[src/rtl/flash_lock_pkg.sv]
package flash_lock_pkg;

   // command bytes
   localparam logic [7:0] CMD_PAIR_OPEN  = 8'h60;
   localparam logic [7:0] CMD_PAIR_SET   = 8'h01;
   localparam logic [7:0] CMD_PAIR_CLEAR = 8'hD0;
   localparam logic [7:0] CMD_FLAG_CLEAR = 8'h50;
   localparam logic [7:0] CMD_PROGRAM    = 8'h40;
   localparam logic [7:0] CMD_ERASE      = 8'h20;

   // status bit positions
   localparam int ST_READY     = 7;
   localparam int ST_ERASE_ERR = 5;
   localparam int ST_PROG_ERR  = 4;
   localparam int ST_PROTECTED = 1;

   // one-cycle events decoded from the bus
   typedef struct packed {
      logic set_one;
      logic clr_all;
      logic seq_err;
      logic prog_ref;
      logic erase_ref;
      logic flag_clr;
      logic prog_ok;
      logic erase_ok;
   } flc_evt_t;

endpackage

[src/rtl/flc_cmd_decode.sv]
module flc_cmd_decode
   import flash_lock_pkg::*;
#(
   parameter int ADDR_W = 16,
   parameter int BLK_W  = 3
) (
   input  logic              clk,
   input  logic              rst_n,
   input  logic              bus_we,
   input  logic              bus_re,
   input  logic [7:0]        bus_cmd,
   input  logic [ADDR_W-1:0] bus_addr,
   input  logic              busy,
   input  logic              blk_locked,
   output logic [BLK_W-1:0]  blk_idx,
   output logic              pend_o,
   output flc_evt_t          evt
);

   logic pend_q;

   assign blk_idx = bus_addr[ADDR_W-1 -: BLK_W];
   assign pend_o  = pend_q;

   always_comb begin
      evt = '0;
      if (!busy) begin
         if (pend_q) begin
            if (bus_we && bus_cmd == CMD_PAIR_SET)        evt.set_one = 1'b1;
            else if (bus_we && bus_cmd == CMD_PAIR_CLEAR) evt.clr_all = 1'b1;
            else if (bus_we || bus_re)                    evt.seq_err = 1'b1;
         end else if (bus_we) begin
            unique case (bus_cmd)
               CMD_FLAG_CLEAR: evt.flag_clr = 1'b1;
               CMD_PROGRAM: begin
                  evt.prog_ref = blk_locked;
                  evt.prog_ok  = !blk_locked;
               end
               CMD_ERASE: begin
                  evt.erase_ref = blk_locked;
                  evt.erase_ok  = !blk_locked;
               end
               default: ;
            endcase
         end
      end
   end

   always_ff @(posedge clk or negedge rst_n) begin
      if (!rst_n) begin
         pend_q <= 1'b0;
      end else if (!busy) begin
         if (pend_q) begin
            if (bus_we || bus_re) pend_q <= 1'b0;
         end else if (bus_we && bus_cmd == CMD_PAIR_OPEN) begin
            pend_q <= 1'b1;
         end
      end
   end

endmodule

[src/rtl/flc_lock_bank.sv]
module flc_lock_bank #(
   parameter int NUM_BLK = 8,
   parameter int BLK_W   = 3,
   parameter bit PERSIST = 1'b1
) (
   input  logic               clk,
   input  logic               rst_n,
   input  logic               set_one,
   input  logic               clr_all,
   input  logic [BLK_W-1:0]   blk_idx,
   output logic [NUM_BLK-1:0] lock_o
);

   logic [NUM_BLK-1:0] lock_q;
   logic [NUM_BLK-1:0] lock_d;

   for (genvar i = 0; i < NUM_BLK; i++) begin : g_next
      assign lock_d[i] = clr_all ? 1'b0 :
                         (set_one && blk_idx == BLK_W'(i)) ? 1'b1 : lock_q[i];
   end

   if (PERSIST) begin : g_retained
      // reset does not touch the bits; it only blocks updates while held
      always_ff @(posedge clk) begin
         if (rst_n) lock_q <= lock_d;
      end
   end else begin : g_volatile
      always_ff @(posedge clk or negedge rst_n) begin
         if (!rst_n) lock_q <= '1;
         else        lock_q <= lock_d;
      end
   end

   assign lock_o = lock_q;

endmodule

[src/rtl/flc_status.sv]
module flc_status
   import flash_lock_pkg::*;
#(
   parameter int BUSY_CYC = 4
) (
   input  logic     clk,
   input  logic     rst_n,
   input  flc_evt_t evt,
   output logic     busy_o,
   output logic     prog_go_o,
   output logic     erase_go_o,
   output logic [7:0] status_o
);

   localparam int CNT_W = $clog2(BUSY_CYC + 1);

   logic [CNT_W-1:0] cnt_q;
   logic erase_err_q, prog_err_q, prot_q;
   logic pgo_q, ego_q;

   assign busy_o = (cnt_q != '0);

   always_ff @(posedge clk or negedge rst_n) begin
      if (!rst_n) begin
         cnt_q       <= '0;
         erase_err_q <= 1'b0;
         prog_err_q  <= 1'b0;
         prot_q      <= 1'b0;
         pgo_q       <= 1'b0;
         ego_q       <= 1'b0;
      end else begin
         pgo_q <= evt.prog_ok;
         ego_q <= evt.erase_ok;
         if (evt.set_one || evt.clr_all) cnt_q <= CNT_W'(BUSY_CYC);
         else if (busy_o)                cnt_q <= cnt_q - 1'b1;
         if (evt.flag_clr) begin
            erase_err_q <= 1'b0;
            prog_err_q  <= 1'b0;
            prot_q      <= 1'b0;
         end else begin
            if (evt.seq_err || evt.erase_ref) erase_err_q <= 1'b1;
            if (evt.seq_err || evt.prog_ref)  prog_err_q  <= 1'b1;
            if (evt.prog_ref || evt.erase_ref) prot_q     <= 1'b1;
         end
      end
   end

   assign prog_go_o  = pgo_q;
   assign erase_go_o = ego_q;

   always_comb begin
      status_o               = '0;
      status_o[ST_READY]     = !busy_o;
      status_o[ST_ERASE_ERR] = erase_err_q;
      status_o[ST_PROG_ERR]  = prog_err_q;
      status_o[ST_PROTECTED] = prot_q;
   end

endmodule

[src/rtl/flash_lock_ctrl.sv]
module flash_lock_ctrl
   import flash_lock_pkg::*;
#(
   parameter int NUM_BLK  = 8,
   parameter int ADDR_W   = 16,
   parameter int BUSY_CYC = 4,
   parameter bit PERSIST  = 1'b1
) (
   input  logic               clk,
   input  logic               rst_n,
   input  logic               bus_we,
   input  logic               bus_re,
   input  logic [7:0]         bus_cmd,
   input  logic [ADDR_W-1:0]  bus_addr,
   output logic [7:0]         status_o,
   output logic [NUM_BLK-1:0] lock_o,
   output logic               prog_go_o,
   output logic               erase_go_o
);

   localparam int BLK_W = $clog2(NUM_BLK);

   if (NUM_BLK < 2 || (NUM_BLK & (NUM_BLK - 1)) != 0) begin : g_bad_blocks
      $error("NUM_BLK must be a power of two of at least 2");
   end
   if (ADDR_W < BLK_W) begin : g_bad_addr
      $error("ADDR_W too narrow for the block index");
   end
   if (BUSY_CYC < 1) begin : g_bad_busy
      $error("BUSY_CYC must be at least 1");
   end

   flc_evt_t           evt;
   logic [BLK_W-1:0]   blk_idx;
   logic               busy;
   logic               seq_pend;

   flc_cmd_decode #(.ADDR_W(ADDR_W), .BLK_W(BLK_W)) u_dec (
      .clk        (clk),
      .rst_n      (rst_n),
      .bus_we     (bus_we),
      .bus_re     (bus_re),
      .bus_cmd    (bus_cmd),
      .bus_addr   (bus_addr),
      .busy       (busy),
      .blk_locked (lock_o[blk_idx]),
      .blk_idx    (blk_idx),
      .pend_o     (seq_pend),
      .evt        (evt)
   );

   flc_lock_bank #(.NUM_BLK(NUM_BLK), .BLK_W(BLK_W), .PERSIST(PERSIST)) u_bank (
      .clk     (clk),
      .rst_n   (rst_n),
      .set_one (evt.set_one),
      .clr_all (evt.clr_all),
      .blk_idx (blk_idx),
      .lock_o  (lock_o)
   );

   flc_status #(.BUSY_CYC(BUSY_CYC)) u_stat (
      .clk        (clk),
      .rst_n      (rst_n),
      .evt        (evt),
      .busy_o     (busy),
      .prog_go_o  (prog_go_o),
      .erase_go_o (erase_go_o),
      .status_o   (status_o)
   );

endmodule

[config.mk]
export PLATFORM = sky130hd
export DESIGN_NAME = flash_lock_ctrl
export DESIGN_NICKNAME = d
export VERILOG_FILES = /design/src/rtl/flash_lock_pkg.sv /design/src/rtl/flc_cmd_decode.sv /design/src/rtl/flc_lock_bank.sv /design/src/rtl/flc_status.sv /design/src/rtl/flash_lock_ctrl.sv
export SDC_FILE = /design/constraint.sdc
export NUM_CORES = 1
export LEC_CHECK = 0
export CORE_ASPECT_RATIO = 1.1
export CORE_UTILIZATION = 40
export DETAILED_ROUTE_END_ITERATION = 16
export HOLD_SLACK_MARGIN = 0.06
export MAX_ROUTING_LAYER = met4
export PLACE_DENSITY = 0.75
export SKIP_LAST_GASP = 1
export SLEW_MARGIN = 20
export SYNTH_ARGS = -nofsm -noshare
export SYNTH_HDL_FRONTEND = slang
export SYNTH_SLANG_ARGS = --single-unit
[constraint.sdc]
create_clock -name clk -period 3.41 [get_ports clk]
set_clock_uncertainty 0.15 [all_clocks]
set_input_delay 0.8525 -clock clk [delete_from_list [all_inputs] [get_ports clk]]
set_output_delay 0.8525 -clock clk [all_outputs]
set_load 0.01 [all_outputs]
==> results of run 1 <==
-- cells in the mapped netlist --
cell type / instances
a21oi_1: 15
buf_4: 9
dfrtp_1: 9
edfxtp_1: 8
inv_1: 5
nor2_1: 5
mux2i_1: 4
nand2_1: 4
nand3_1: 3
nand3b_1: 3
ha_1: 2
nand2b_1: 2
nand4_1: 2
nor4b_1: 2
o2111ai_1: 2
o21ai_0: 2
or3_1: 2
or4b_4: 2
a22oi_1: 1
a31oi_1: 1
and2_1: 1
and2_2: 1
and2b_1: 1
and3b_1: 1
and3b_2: 1
and4b_1: 1
clkbuf_1: 1
conb_1: 1
nand3_2: 1
nor2b_1: 1
nor3_1: 1
nor4_4: 1
nor4bb_1: 1
o2111ai_2: 1
o211ai_1: 1
o31ai_1: 1
or2b_1: 1
or4b_1: 1
-- final cells by class --
cell class | count | area, sq um
clock buffers | 3 | 22.5
repair buffers | 30 | 295
flip-flops and latches | 17 | 465
multi-input cells | 72 | 500
well taps | 31 | 38.8
fillers | 253 | 1150
clock inverters | 1 | 5.00
inverters | 5 | 18.8
-- registers in the layout, indices dropped and copies added, names as in the netlist --
| signal | cells |
|---|---|
| u_stat.prog_go_o | 1 |
| u_stat.prog_err_q | 1 |
| u_bank.lock_o | 8 |
| u_stat.cnt_q | 3 |
| u_stat.prot_q | 1 |
| u_dec.pend_o | 1 |
| u_stat.erase_go_o | 1 |
| u_stat.erase_err_q | 1 |
-- path summary, 6_finish.rpt --
check,end,depth (start not counted),slack [ps]
setup / recovery,status_o[7],5,620
hold / removal,u_stat.cnt_q[0],1,360
setup reg to reg,u_stat.erase_err_q,6,1330
hold reg to reg,u_stat.cnt_q[0],1,360
max in group asynchronous,u_stat.erase_go_o,2,2290
min in group asynchronous,u_stat.cnt_q[1],2,670
-- cell families (layout without fill, tap and decap cells) --
kind of cell	count (synthesis)	count (layout)	share of synthesized area [%]
other	1	4	0.359
AO/OA/AOI/OAI	24	24	14.0
AND/OR/NAND/NOR	38	38	26.2
multiplexers	4	4	3.83
buffers and inverters	15	39	8.62
flip-flops	17	17	44.6
adder cells (fa/ha/maj)	2	2	2.39
-- worst max-delay path, delay by kind of cell (launching register included) --
kind                     cells  cell delay (ps)
AND/OR/NAND/NOR              1              120
buffers and inverters        3              730
flip-flops                   1              410
adder cells (fa/ha/maj)      1              220
-- metal layers --
metal  up-vias  track usage (%)  routed length (microns)  share of wire [%]
met4         0             9.13                       38                1.8
li1        423                -                        -                  -
met3         4             3.55                       74                3.6
met5         -                -                        0                  0
met1       397             17.4                      813                 39
met2        18             30.1                     1150                 55
-- power groups by stage --
stage | logic, uW | clock network [uW] | registers (uW)
4_1_cts | 153 | 115 | 253
2_1_floorplan | 104 | 0 | 253
3_5_place_dp | 152 | 0 | 257
5_1_grt | 169 | 123 | 256
3_3_place_gp | 143 | 0 | 256
6_report | 150 | 113 | 253
-- stage by stage --
| stage | worst slack [ps] | total power [uW] | instance area (sq um) | util, % | hold slack (ps) |
|---|---|---|---|---|---|
| after floorplan | 977 | 356 | 1060 | - | 310 |
| after global placement | 432 | 398 | 1320 | 52.8 | 335 |
| after detailed placement | 342 | 409 | 1320 | 52.8 | 349 |
| after CTS | 613 | 521 | 1350 | 53.9 | 365 |
| after global routing | 495 | 547 | 1350 | 53.9 | 405 |
| final | 618 | 515 | 1350 | 53.9 | 357 |
==> impl_metrics.toml, run 1 <==
[power_and_ir_drop]
power_leakage_uw = 0.000537
pwr-share-seq_pct = 49.1
peakVddDrop_mv = 0.324
powerDensity_nw_per_um2 = 383
intPower_uw = 355
switching_share_pct = 31.0
p_comb_share_pct = 29.0
p_sw_uw = 160
clockPowerShare_pct = 21.9

[clocking]
cts_made_buffers = 3
cts.clk_slew.worst_paths_ps = 110
clock_path_buffers = 2
ctsHoldBuffers = 0
cts_setup_buffers = 0
htree_num_levels = 1
clockRootBuffer = "clkbuf_4"
ctsResizeCount = 0
clock_latency_ps = 310
cts_tree = "done"
cts_sinks = 17

[grt]
grt_pass1_vias = 832
grt_max_degree = 17
grt_antenna_before_repair = 0
globalRouteTotalUtil_pct = 17.1
overflow = 0
grt_first_pass_wirelength_mm = 3.46

[final_layout]
drive_gt1_share_pct = 10.2
n_antenna_cell = 0
layout_common_cells = "28 x clkdlybuf4s50_1, 15 x a21oi_1, 9 x dfrtp_1"
final_common_cell = "clkdlybuf4s50_1"
stdcell_count = 159
syn2layout_area_growth_pct = 28.9
finalNetCount = 159

[routing]
wl_per_cell_microns = 13.1
drtIter0Drc = 11
wirelength_mm = 2.08
antenna_left = 0
vias = 842
drc = 0
firstDrtPassIters = 4
via_per_inst = 5.30

[logic_synthesis]
yosysSeqAreaShare_pct = 44.6
synth_cell_types = 38
synthTopCellsByArea = "edfxtp_1 23%, dfrtp_1 22%, a21oi_1 7.2%, buf_4 6.5%, mux2i_1 3.8%"
ys_ff_latch = 17
yosysTopAreaCell = "edfxtp_1"
synth.top_cell.area_share_pct = 23.0
netlist_area_sq_um = 1040
syn_avg_cell_area_sq_um = 10.3
yosysWarnings = 0
synthCells = 101

[setup_path]
cp.arrival_ps = 1790
crit_fanout = 4
crit_chain = "inv_1 > ha_1 > nand2b_1 > inv_1 > clkdlybuf4s50_1"
crit_required_ps = 2410
critPathSlowestCell = "clkdlybuf4s50_1"
cp-end-kind = "primary output"
cp-start-kind = "flip-flop"
cp-startpoint = "u_stat.cnt_q[0]"
crit_top_cell = "inv_1"
rr_startpoint = "u_stat.cnt_q[0]"
worstSetupPathType = "reg2out"
cp_slowest_stage_delay_ps = 540

[floorplanning]
fp.coreArea_sq_um = 2500
rows = 19
start_util_pct = 41.9
dieArea_sq_um = 2820
die_w_microns = 50.7
die_height_microns = 55.6
ios = 46

[hold_path]
hp-class = "reg2reg"
hp-start = "u_stat.cnt_q[0]"

[sta]
setup_tns_ps = 0
min_period_ps = 2790
max_freq_ghz = 0.358
hold_viol = 0
rsz0062_at_grt = "false"
fin_crit_sh_pct = 81.9
drv_slew = 0
setup_viol = 0

[placement]
gp_congestion = 0.750
dp_cells = 155
hpwl_mm = 1.63
port_buffers = 28

[status]
status = "finished, final reports clean"

[flow_run]
cap_violations = 0
(Power assumes the default switching activity.)
==> inputs of run 2 (changes only) <==
Settings changed: CORE_UTILIZATION 40 to 37, PLACE_DENSITY 0.75 to 0.73.
Clock period 3.41 ns to 2.45 ns, I/O delays scaled along.
==> impl_metrics.toml, run 2 (synthesized netlist as in run 1, its figures left out) <==
[final_layout]
n_fill_cell = 233
syn2layout_area_growth_pct = 38.7
final_common_cell = "clkdlybuf4s50_1"
layout_common_cells = "27 x clkdlybuf4s50_1, 15 x a21oi_1, 13 x buf_4"
multiInputGateArea_sq_um = 522
drive_gt1_share_pct = 18.0
finalNetCount = 170
regArea_sq_um = 465
largest_reg_flops = 8
n_antenna_cell = 0

[grt]
grt_pass1_vias = 937
overflow = 0
grt_first_pass_wirelength_mm = 3.93
globalRouteTotalUtil_pct = 18.0
grt_antenna_before_repair = 0
grt_max_degree = 14

[flow_run]
cap_violations = 0

[power_and_ir_drop]
power_leakage_uw = 0.000591
power.total_uw = 721
powerDensity_nw_per_um2 = 498
peakVddDrop_mv = 0.355

[routing]
drtIter0Drc = 19
firstDrtPassIters = 4
drc = 0
vias = 890
antenna_left = 0
via_per_inst = 5.24
wl_per_cell_microns = 13.3
wirelength_mm = 2.26

[sta]
setup_tns_ps = 0
rsz0062_at_grt = "false"
setup_viol = 0
max_freq_ghz = 0.419
finalWorstSetupSlack_ps = 66.1
drv_slew = 0
min_period_ps = 2380
fin_crit_sh_pct = 97.3
hold_viol = 0

[clocking]
cts.clk_slew.worst_paths_ps = 100
ctsHoldBuffers = 0
cts_tree = "done"
cts_made_buffers = 3
cts_sinks = 17
htree_num_levels = 1
clockRootBuffer = "clkbuf_4"
clock_path_buffers = 2
clock_latency_ps = 290

[floorplanning]
die_height_microns = 57.7
dieArea_sq_um = 3040
die_w_microns = 52.7
rows = 19
start_util_pct = 40.3
fp.coreArea_sq_um = 2590
ios = 46

[placement]
port_buffers = 28
gp_congestion = 0.919
pre_cts_ws_ps = -295
hpwl_mm = 1.81

[setup_path]
crit_required_ps = 2310
cp.arrival_ps = 2240
worstSetupPathType = "in2reg"
crit_fanout = 8
cp-start-kind = "input pin"
cp-end-kind = "flip-flop"

[hold_path]
hp-class = "reg2reg"

[status]
status = "finished, final reports clean"
-- run 2: final timing paths --
kind / startpoint / to / slack [ps] / depth (start not counted)
worst max register to register: u_stat.cnt_q[0] / u_stat.prot_q / 390 / 6
worst max-delay path: bus_cmd[1] / u_bank.lock_o[3] / 70 / 5
max in group asynchronous: rst_n / u_stat.erase_go_o / 1450 / 2
worst min-delay path: u_stat.cnt_q[0] / u_stat.cnt_q[0] / 370 / 1
min in group asynchronous: rst_n / u_stat.cnt_q[0] / 560 / 2
worst min register to register: u_stat.cnt_q[0] / u_stat.cnt_q[0] / 370 / 1
-- run 2: stage by stage --
stage	cells	util, %	hold slack, ps	area, sq um
2_1_floorplan	104	-	167	1060
3_3_place_gp	166	54.1	332	1400
3_5_place_dp	166	54.1	351	1400
4_1_cts	170	55.1	377	1430
5_1_grt	170	55.9	414	1450
6_report	170	55.9	366	1450
-- run 2: area by class of cell --
cell class / instances / area share, %
Multi-Input combinational cell: 72 / 36.0
Sequential cell: 17 / 32.1
Timing Repair Buffer: 41 / 26.0
Tap cell: 31 / 2.68
Clock buffer: 3 / 1.55
Inverter: 5 / 1.30
Clock inverter: 1 / 0.345
-- run 2: worst max-delay path, stage by stage --
cell and delay, ps:
clkdlybuf4s50_1 420, or4b_4 560, nor2_2 220, o2111ai_4 220, a21oi_1 200
-- run 2: timing repair --
| item | in CTS | in global routing |
|---|---|---|
| gates resized for setup | 1 | 3 |
| endpoints found under the setup margin | 1 | 8 |
| buffers inserted | 0 | 0 |
-- run 2: metal layers --
metal | vias up | GRT usage (%) | share of wire (%)
met5 | - | - | 0
met4 | 0 | 5.64 | 1.0
met3 | 4 | 3.15 | 2.6
met2 | 16 | 30.6 | 53
met1 | 422 | 21.3 | 44
li1 | 448 | - | -
-- run 2: power breakdown --
group	switching [uW]	internal, uW	total (uW)	leakage, uW
Sequential	22.9	329	352	0.000209
Combinational	108	107	215	0.000365
Clock	93.5	60.7	154	0.0000177
